`src/rtl/sdshim_pkg.sv`:
```
package sdshim_pkg;
  localparam int ADDR_W  = 8;
  localparam int DATA_W  = 32;
  localparam int MAX_OPS = 3;
  localparam int OPS_W   = $clog2(MAX_OPS + 1);

  localparam logic [ADDR_W-1:0] A_BLKSZ  = 8'h04;
  localparam logic [ADDR_W-1:0] A_XFER   = 8'h0C;
  localparam logic [ADDR_W-1:0] A_CMD    = 8'h0E;
  localparam logic [ADDR_W-1:0] A_HCTL   = 8'h28;
  localparam logic [ADDR_W-1:0] A_PWR    = 8'h29;
  localparam logic [ADDR_W-1:0] A_SYSCTL = 8'h2C;
  localparam logic [ADDR_W-1:0] A_SWRST  = 8'h2F;
  localparam logic [ADDR_W-1:0] A_ISTAT  = 8'h30;
  localparam logic [ADDR_W-1:0] A_IEN    = 8'h34;
  localparam logic [ADDR_W-1:0] A_SIGEN  = 8'h38;
  localparam logic [ADDR_W-1:0] A_CAPS   = 8'h40;

  localparam int BIT_STD_DMAERR = 25;
  localparam int BIT_VND_DMAERR = 28;
  localparam int BIT_CAP_ADMA1  = 20;
  localparam int BIT_CAP_ADMA2  = 19;
  localparam int BIT_CARD_INT   = 8;
  localparam int BIT_RESAMPLE   = 3;
  localparam int STOP_INDEX     = 12;

  typedef enum logic [1:0] {SZ_BYTE = 2'd0, SZ_HALF = 2'd1, SZ_WORD = 2'd2, SZ_WORD2 = 2'd3} acc_size_e;

  typedef struct packed {
    logic [ADDR_W-1:0] addr;
    logic [DATA_W-1:0] mask;
    logic [DATA_W-1:0] data;
  } core_op_t;
endpackage

```
`src/rtl/sdshim_wr_xlate.sv`:
```
module sdshim_wr_xlate
  import sdshim_pkg::*;
(
  input  logic [ADDR_W-1:0] addr_i,
  input  acc_size_e         size_i,
  input  logic [DATA_W-1:0] wdata_i,
  input  logic [15:0]       scratch_i,
  output core_op_t          ops_o [MAX_OPS],
  output logic [OPS_W-1:0]  n_ops_o,
  output logic              scratch_we_o,
  output logic [15:0]       scratch_d_o
);
  localparam logic [DATA_W-1:0] ALL1 = '1;

  logic [ADDR_W-1:0] wa;
  logic [DATA_W-1:0] lmask;
  logic [15:0]       cmd;
  logic [15:0]       hc;
  logic [DATA_W-1:0] en_v;

  assign wa = {addr_i[ADDR_W-1:2], 2'b00};

  always_comb begin
    unique case (size_i)
      SZ_BYTE: lmask = {{(DATA_W-8){1'b0}}, 8'hFF} << (8 * addr_i[1:0]);
      SZ_HALF: lmask = {{(DATA_W-16){1'b0}}, 16'hFFFF} << (addr_i[1] ? 16 : 0);
      default: lmask = ALL1;
    endcase
  end

  always_comb begin
    cmd = wdata_i[31:16];
    if (cmd[13:8] == 6'(STOP_INDEX)) cmd[7:6] = 2'b11;
    hc = '0;
    hc[0]   = wdata_i[0];
    hc[5]   = 1'b1;
    hc[9:8] = wdata_i[4:3];
    en_v = wdata_i;
    if (wdata_i[BIT_STD_DMAERR]) begin
      en_v[BIT_STD_DMAERR] = 1'b0;
      en_v[BIT_VND_DMAERR] = 1'b1;
    end
  end

  always_comb begin
    for (int k = 0; k < MAX_OPS; k++) ops_o[k] = '0;
    ops_o[0]     = '{addr: wa, mask: lmask, data: wdata_i};
    n_ops_o      = OPS_W'(1);
    scratch_we_o = 1'b0;
    scratch_d_o  = wdata_i[15:0];
    if (size_i == SZ_HALF && addr_i == A_XFER) begin
      n_ops_o      = '0;
      scratch_we_o = 1'b1;
    end else if (size_i == SZ_HALF && addr_i == A_CMD) begin
      ops_o[0] = '{addr: A_XFER, mask: ALL1, data: {cmd, scratch_i}};
    end else if (size_i == SZ_HALF && addr_i == A_BLKSZ) begin
      ops_o[0].data = wdata_i & ~32'h0000_7000;
    end else if (size_i == SZ_BYTE && addr_i == A_HCTL) begin
      ops_o[0] = '{addr: A_HCTL, mask: 32'h0000_FFF1, data: {16'h0, hc}};
    end else if (size_i == SZ_BYTE && addr_i == A_PWR) begin
      n_ops_o = '0;
    end else if (size_i == SZ_BYTE && addr_i == A_SWRST) begin
      if (wdata_i[24]) begin
        ops_o[1] = '{addr: A_SYSCTL, mask: 32'h7, data: 32'h7};
        n_ops_o  = OPS_W'(2);
      end
    end else if ((size_i == SZ_WORD || size_i == SZ_WORD2) &&
                 (addr_i == A_IEN || addr_i == A_SIGEN)) begin
      if (wdata_i[BIT_CARD_INT]) begin
        ops_o[0] = '{addr: A_HCTL, mask: 32'h8, data: 32'h0};
        ops_o[1] = '{addr: A_HCTL, mask: 32'h8, data: 32'h8};
        ops_o[2] = '{addr: wa, mask: ALL1, data: en_v};
        n_ops_o  = OPS_W'(3);
      end else begin
        ops_o[0] = '{addr: wa, mask: ALL1, data: en_v};
      end
    end
  end
endmodule

```
`src/rtl/sdshim_rd_xlate.sv`:
```
module sdshim_rd_xlate
  import sdshim_pkg::*;
(
  input  logic [ADDR_W-1:0] addr_i,
  input  logic [DATA_W-1:0] raw_i,
  output logic [DATA_W-1:0] data_o
);
  always_comb begin
    data_o = raw_i;
    if (addr_i == A_ISTAT && raw_i[BIT_VND_DMAERR]) begin
      data_o[BIT_VND_DMAERR] = 1'b0;
      data_o[BIT_STD_DMAERR] = 1'b1;
    end
    if (addr_i == A_CAPS && raw_i[BIT_CAP_ADMA1]) begin
      data_o[BIT_CAP_ADMA1] = 1'b0;
      data_o[BIT_CAP_ADMA2] = 1'b1;
    end
  end
endmodule

```
`src/rtl/sdshim_seq.sv`:
```
module sdshim_seq
  import sdshim_pkg::*;
(
  input  logic              clk_i,
  input  logic              rst_ni,
  input  logic              req_i,
  input  logic              we_i,
  input  logic [ADDR_W-1:0] rd_addr_i,
  input  core_op_t          ops_i [MAX_OPS],
  input  logic [OPS_W-1:0]  n_ops_i,
  input  logic [DATA_W-1:0] rd_remap_i,
  output logic              accept_o,
  output logic              core_req_o,
  output logic              core_we_o,
  output logic [ADDR_W-1:0] core_addr_o,
  output logic [DATA_W-1:0] core_wmask_o,
  output logic [DATA_W-1:0] core_wdata_o,
  output logic [DATA_W-1:0] rdata_o,
  output logic              ready_o
);
  typedef enum logic [1:0] {ST_IDLE, ST_ISSUE, ST_RESP} st_e;

  st_e               st_q;
  core_op_t          op_q [MAX_OPS];
  logic [OPS_W-1:0]  n_q, idx_q;
  logic              we_q;
  logic [DATA_W-1:0] rdata_q;
  logic [OPS_W-1:0]  n_eff;

  assign accept_o = (st_q == ST_IDLE) && req_i;
  assign n_eff    = we_i ? n_ops_i : OPS_W'(1);

  always_ff @(posedge clk_i or negedge rst_ni) begin
    if (!rst_ni) begin
      st_q    <= ST_IDLE;
      n_q     <= '0;
      idx_q   <= '0;
      we_q    <= 1'b0;
      rdata_q <= '0;
      for (int k = 0; k < MAX_OPS; k++) op_q[k] <= '0;
    end else begin
      unique case (st_q)
        ST_IDLE: if (req_i) begin
          we_q  <= we_i;
          n_q   <= n_eff;
          idx_q <= '0;
          for (int k = 0; k < MAX_OPS; k++) op_q[k] <= ops_i[k];
          if (!we_i) op_q[0] <= '{addr: rd_addr_i, mask: '0, data: '0};
          st_q <= (n_eff == '0) ? ST_RESP : ST_ISSUE;
        end
        ST_ISSUE: begin
          if (!we_q) rdata_q <= rd_remap_i;
          idx_q <= idx_q + OPS_W'(1);
          if (idx_q == n_q - OPS_W'(1)) st_q <= ST_RESP;
        end
        default: st_q <= ST_IDLE;
      endcase
    end
  end

  always_comb begin
    core_req_o   = (st_q == ST_ISSUE);
    core_we_o    = core_req_o && we_q;
    core_addr_o  = '0;
    core_wmask_o = '0;
    core_wdata_o = '0;
    for (int k = 0; k < MAX_OPS; k++) begin
      if (core_req_o && idx_q == OPS_W'(k)) begin
        core_addr_o  = op_q[k].addr;
        core_wmask_o = op_q[k].mask;
        core_wdata_o = op_q[k].data;
      end
    end
  end

  assign ready_o = (st_q == ST_RESP);
  assign rdata_o = rdata_q;

  assert_accept_progress_R12: assert property (@(posedge clk_i) disable iff (!rst_ni)
    accept_o |=> (core_req_o || ready_o));
  assert_ready_pulse_R12: assert property (@(posedge clk_i) disable iff (!rst_ni)
    ready_o |=> !ready_o);
endmodule

```
`src/rtl/sdshim_top.sv`:
```
module sdshim_top
  import sdshim_pkg::*;
(
  input  logic              clk_i,
  input  logic              rst_ni,
  input  logic              req_i,
  input  logic              we_i,
  input  logic [1:0]        size_i,
  input  logic [ADDR_W-1:0] addr_i,
  input  logic [DATA_W-1:0] wdata_i,
  output logic [DATA_W-1:0] rdata_o,
  output logic              ready_o,
  output logic              core_req_o,
  output logic              core_we_o,
  output logic [ADDR_W-1:0] core_addr_o,
  output logic [DATA_W-1:0] core_wmask_o,
  output logic [DATA_W-1:0] core_wdata_o,
  input  logic [DATA_W-1:0] core_rdata_i
);
  core_op_t          ops [MAX_OPS];
  logic [OPS_W-1:0]  n_ops;
  logic              scr_we, accept;
  logic [15:0]       scr_d, scratch_q;
  logic [DATA_W-1:0] rd_remap;
  acc_size_e         size;

  assign size = acc_size_e'(size_i);

  sdshim_wr_xlate u_wr (
    .addr_i(addr_i), .size_i(size), .wdata_i(wdata_i), .scratch_i(scratch_q),
    .ops_o(ops), .n_ops_o(n_ops), .scratch_we_o(scr_we), .scratch_d_o(scr_d)
  );

  sdshim_rd_xlate u_rd (
    .addr_i(core_addr_o), .raw_i(core_rdata_i), .data_o(rd_remap)
  );

  sdshim_seq u_seq (
    .clk_i(clk_i), .rst_ni(rst_ni), .req_i(req_i), .we_i(we_i),
    .rd_addr_i({addr_i[ADDR_W-1:2], 2'b00}), .ops_i(ops), .n_ops_i(n_ops),
    .rd_remap_i(rd_remap), .accept_o(accept), .core_req_o(core_req_o),
    .core_we_o(core_we_o), .core_addr_o(core_addr_o), .core_wmask_o(core_wmask_o),
    .core_wdata_o(core_wdata_o), .rdata_o(rdata_o), .ready_o(ready_o)
  );

  always_ff @(posedge clk_i or negedge rst_ni) begin
    if (!rst_ni)                       scratch_q <= '0;
    else if (accept && we_i && scr_we) scratch_q <= scr_d;
  end

  logic core_wr;
  assign core_wr = core_req_o && core_we_o;

  assert_xfer_held_R4: assert property (@(posedge clk_i) disable iff (!rst_ni)
    (accept && we_i && size == SZ_HALF && addr_i == A_XFER) |=> !core_req_o);
  assert_stop_abort_R6: assert property (@(posedge clk_i) disable iff (!rst_ni)
    (core_wr && core_addr_o == A_XFER && core_wmask_o[31:16] == 16'hFFFF &&
     core_wdata_o[29:24] == 6'(STOP_INDEX)) |-> core_wdata_o[23:22] == 2'b11);
  assert_blksz_clear_R7: assert property (@(posedge clk_i) disable iff (!rst_ni)
    (core_wr && core_addr_o == A_BLKSZ && core_wmask_o[14:12] != 3'b0) |-> core_wdata_o[14:12] == 3'b0);
  assert_en_remap_R2: assert property (@(posedge clk_i) disable iff (!rst_ni)
    (core_wr && (core_addr_o == A_IEN || core_addr_o == A_SIGEN)) |-> !core_wdata_o[BIT_STD_DMAERR]);
  assert_resample_pair_R9: assert property (@(posedge clk_i) disable iff (!rst_ni)
    (core_wr && core_addr_o == A_HCTL && core_wmask_o == 32'h8 && !core_wdata_o[BIT_RESAMPLE])
    |=> (core_wr && core_addr_o == A_HCTL && core_wmask_o == 32'h8 && core_wdata_o[BIT_RESAMPLE]));
  assert_clk_restore_R11: assert property (@(posedge clk_i) disable iff (!rst_ni)
    (core_wr && core_addr_o == A_SYSCTL && core_wmask_o[31:24] == 8'hFF && core_wdata_o[24])
    |=> (core_wr && core_addr_o == A_SYSCTL && core_wmask_o == 32'h7 && core_wdata_o == 32'h7));
endmodule

```
`config.mk`:
```
export PLATFORM = sky130hd
export DESIGN_NAME = sdshim_top
export DESIGN_NICKNAME = d
export VERILOG_FILES = /design/src/rtl/sdshim_pkg.sv /design/src/rtl/sdshim_wr_xlate.sv /design/src/rtl/sdshim_rd_xlate.sv /design/src/rtl/sdshim_seq.sv /design/src/rtl/sdshim_top.sv
export SDC_FILE = /design/constraint.sdc
export NUM_CORES = 1
export LEC_CHECK = 0
export ABC_AREA = 1
export BUFFER_PORTS_ARGS = -buffer_cell sky130_fd_sc_hd__buf_2
export CORE_ASPECT_RATIO = 2
export CORE_MARGIN = 3
export CORE_UTILIZATION = 50
export CTS_CLUSTER_DIAMETER = 80
export DETAILED_ROUTE_END_ITERATION = 7
export PLACE_DENSITY = 0.73
export SYNTH_ARGS = -nofsm -noshare
export SYNTH_HDL_FRONTEND = slang
export SYNTH_SLANG_ARGS = --single-unit
```
`constraint.sdc`:
```
create_clock -name clk_i -period 3 [get_ports clk_i]
set_clock_uncertainty 0.05 [all_clocks]
set_input_delay 0.6 -clock clk_i [delete_from_list [all_inputs] [get_ports clk_i]]
set_output_delay 0.6 -clock clk_i [all_outputs]
set_load 0.01 [all_outputs]
```
==> results.ini <==
[power]
power_density_nw_per_um2=881
max-vdd-ir-drop_uv=450
p_leak_nw=4.43
p_total_w=0.00740

[synth]
avgSynthCellArea_um2=8.59
syn_area_um2=6940
ys.flop_type=dfrtp_1
synth.distinct_cells=39
synth_area_leaders=dfrtp_1 (50%), nand2_1 (9.5%), inv_1 (6.3%), mux2_2 (4.9%), o21ai_0 (4.3%)
yosys_warnings=0
yosysSeqAreaShare=0.498
synth-async-reset-ratio=1.00
ys_seq_elements=138
synth_edf_count=0
synth_area_leader_cell=dfrtp_1
postSynthCellCount=808
synth.top_cell.area_share=0.498

[route]
drtIter0Drc=407
wl_per_cell_um=16.7
drc=0
drt-pass1-iter-count=5
via_per_inst=5.34
final_antenna_net_count=0
num_vias=6028
drt-total-wl_um=18800

[timing]
period_share=0.985
hold_violations=0
worst_slack_ns=0.0455
slew_headroom=0.495
slew_viol_final=0
timing.hold.ws_ns=0.122
rsz0062_at_grt=yes
fmax_ghz=0.338
setup_viol=0
worst_slew_pin_slew_ns=0.755
layout_min_cycle_time_ns=2.95

[critical_path]
crit_buf_inv=3
worstPathCellList=inv_1, ha_2, nand3_4, buf_4, o32ai_1, buf_2
critPathArrivalTime_ns=2.30
cp_max_fo=15
cpPeakStageDelay_ns=0.39
critical-path-slowest-cell=o32ai_1
cp-end-kind=primary output
r2r_slack_ns=0.88
worstPathRequired_ns=2.35
crit_type=register to primary output
start_kind=register
cp_top_family=buffers and inverters

[cts]
clock-root-buffer=clkbuf_16
numCtsBuffers=17
cts_max_level=4
cts_tree=done
clock_sinks=138
insertion_delay_ns=0.42
cts.clk_slew.worst_paths_ns=0.06
ctsHoldBuffers=0
cts_buffer_depth=2

[job]
maxCapViolations=0

[place]
dpl_cell_area_um2=7740
io_buffers=182
place_congestion=0.912
place_ws_ns=0.241
place_hpwl_um=13600

[layout]
final_cell_mix=buf_2 (181), nand2_1 (175), dfrtp_1 (137), inv_1 (115), o21ai_0 (59)
final_nets=1043
antenna_cells=0
area_delta_synth_final_pct=21.0
layout-drive-gt1-share=0.307
final_common_cell=buf_2
multi_input_area_um2=2670
n_fill_cell=1224
fin_area_um2=8400
ff_latch_area_um2=3450

[die]
die_area_um2=15400
num_rows=60
core_region_area_um2=13500
initial_core_util=0.514
die_y_um=173
die_w_um=89.3
io_pins=185

[grt]
track_usage=0.251
grt_pass1_vias=6018
grt_pass1_wl_um=29900
globalRouteOverflowTotal=0
antenna_found_initial=0
grt_max_degree=65

[hold_path]
worst_hold_path_type=input pin to async pin

[outcome]
status=completed

[cells by family after synthesis]
kind of cell / share of synthesized area
mux: 0.0487
flops: 0.498
other cells: 0.000540
xor+xnor: 0.00126
simple gates: 0.197
fa+ha+maj: 0.00541
buf+inv: 0.128
compound gates: 0.121
[flip-flops by register name, summed over array words and instances (netlist names)]
| name | cells |
|---|---|
| u_seq.st_q | 2 |
| u_seq.rdata_o | 32 |
| scratch_q | 16 |
| u_seq.n_q | 2 |
| u_seq.we_q | 1 |
| u_seq.idx_q | 2 |
| u_seq.op_q | 83 |
[synthesized netlist by cell type, types with 6 or more instances]
master and count:
nand2_1 176, dfrtp_1 138, inv_1 116, o21ai_0 60, nor2_1 51, nand3_1 42
o22ai_1 40, mux2_2 30, buf_4 29, buf_2 19, o32ai_1 14, a21oi_1 13
nand4_1 11, nand2_2 8, buf_6 7, o21ai_1 6
[metrics by stage]
| stage | util | setup TNS (ns) | cells |
|---|---|---|---|
| floorplan | - | 0 | 809 |
| global placement | 0.573 | 0 | 1097 |
| detailed placement | 0.573 | 0 | 1097 |
| CTS | 0.616 | 0 | 1127 |
| global route | 0.621 | -0.0439 | 1128 |
| finish | 0.621 | 0 | 1128 |
[where the power goes]
part / switching (W) / internal, W / total [W] / leakage, nW
Combinational: 0.00165 / 0.00106 / 0.00271 / 2.37
Clock: 0.000791 / 0.00123 / 0.00202 / 0.266
Sequential: 0.000264 / 0.00241 / 0.00267 / 1.80
Total: 0.00271 / 0.00469 / 0.00740 / 4.43
[worst register-to-register path: stages, from the launching register on]
cell and delay (ns):
dfrtp_1 0.38, inv_1 0.16, ha_2 0.27, nand3_4 0.21
clkinvlp_4 0.33, nand2_1 0.11, o21ai_2 0.19, nand3_1 0.13
o21ai_1 0.14, nand2_1 0.06
[what timing repair did]
action	4_1_cts	5_1_grt
gates resized for setup	5	10
setup endpoints to repair	29	33
pin swaps	0	1
setup buffers	0	1
[routing by layer]
layer  global-route usage  part of all wire
met1                0.269              0.37
met2                0.455              0.54
met3               0.0439             0.052
met4                0.116             0.040
met5                    0                 0
[path summary, 6_finish.rpt]
path / to / start / depth (start not counted)
min: u_seq.op_q[155] / rst_ni / 1
max in group asynchronous: u_seq.st_q[0] / rst_ni / 2
min in group clk_i: u_seq.rdata_o[17] / core_rdata_i[17] / 2
min reg2reg: u_seq.rdata_o[28] / u_seq.rdata_o[28] / 2
max reg2reg: u_seq.rdata_o[20] / u_seq.idx_q[0] / 9
max: core_wdata_o[22] / u_seq.idx_q[0] / 6
[area by class of cell]
cell class                      instances  share of cell area
Sequential cell                       138               0.411
Multi-Input combinational cell        486               0.317
Timing Repair Buffer                  195               0.124
Inverter                              124              0.0568
Clock buffer                           18              0.0523
Tap cell                              155              0.0231
Clock inverter                         12              0.0151
Note: power is estimated with default switching activity, not from simulation.
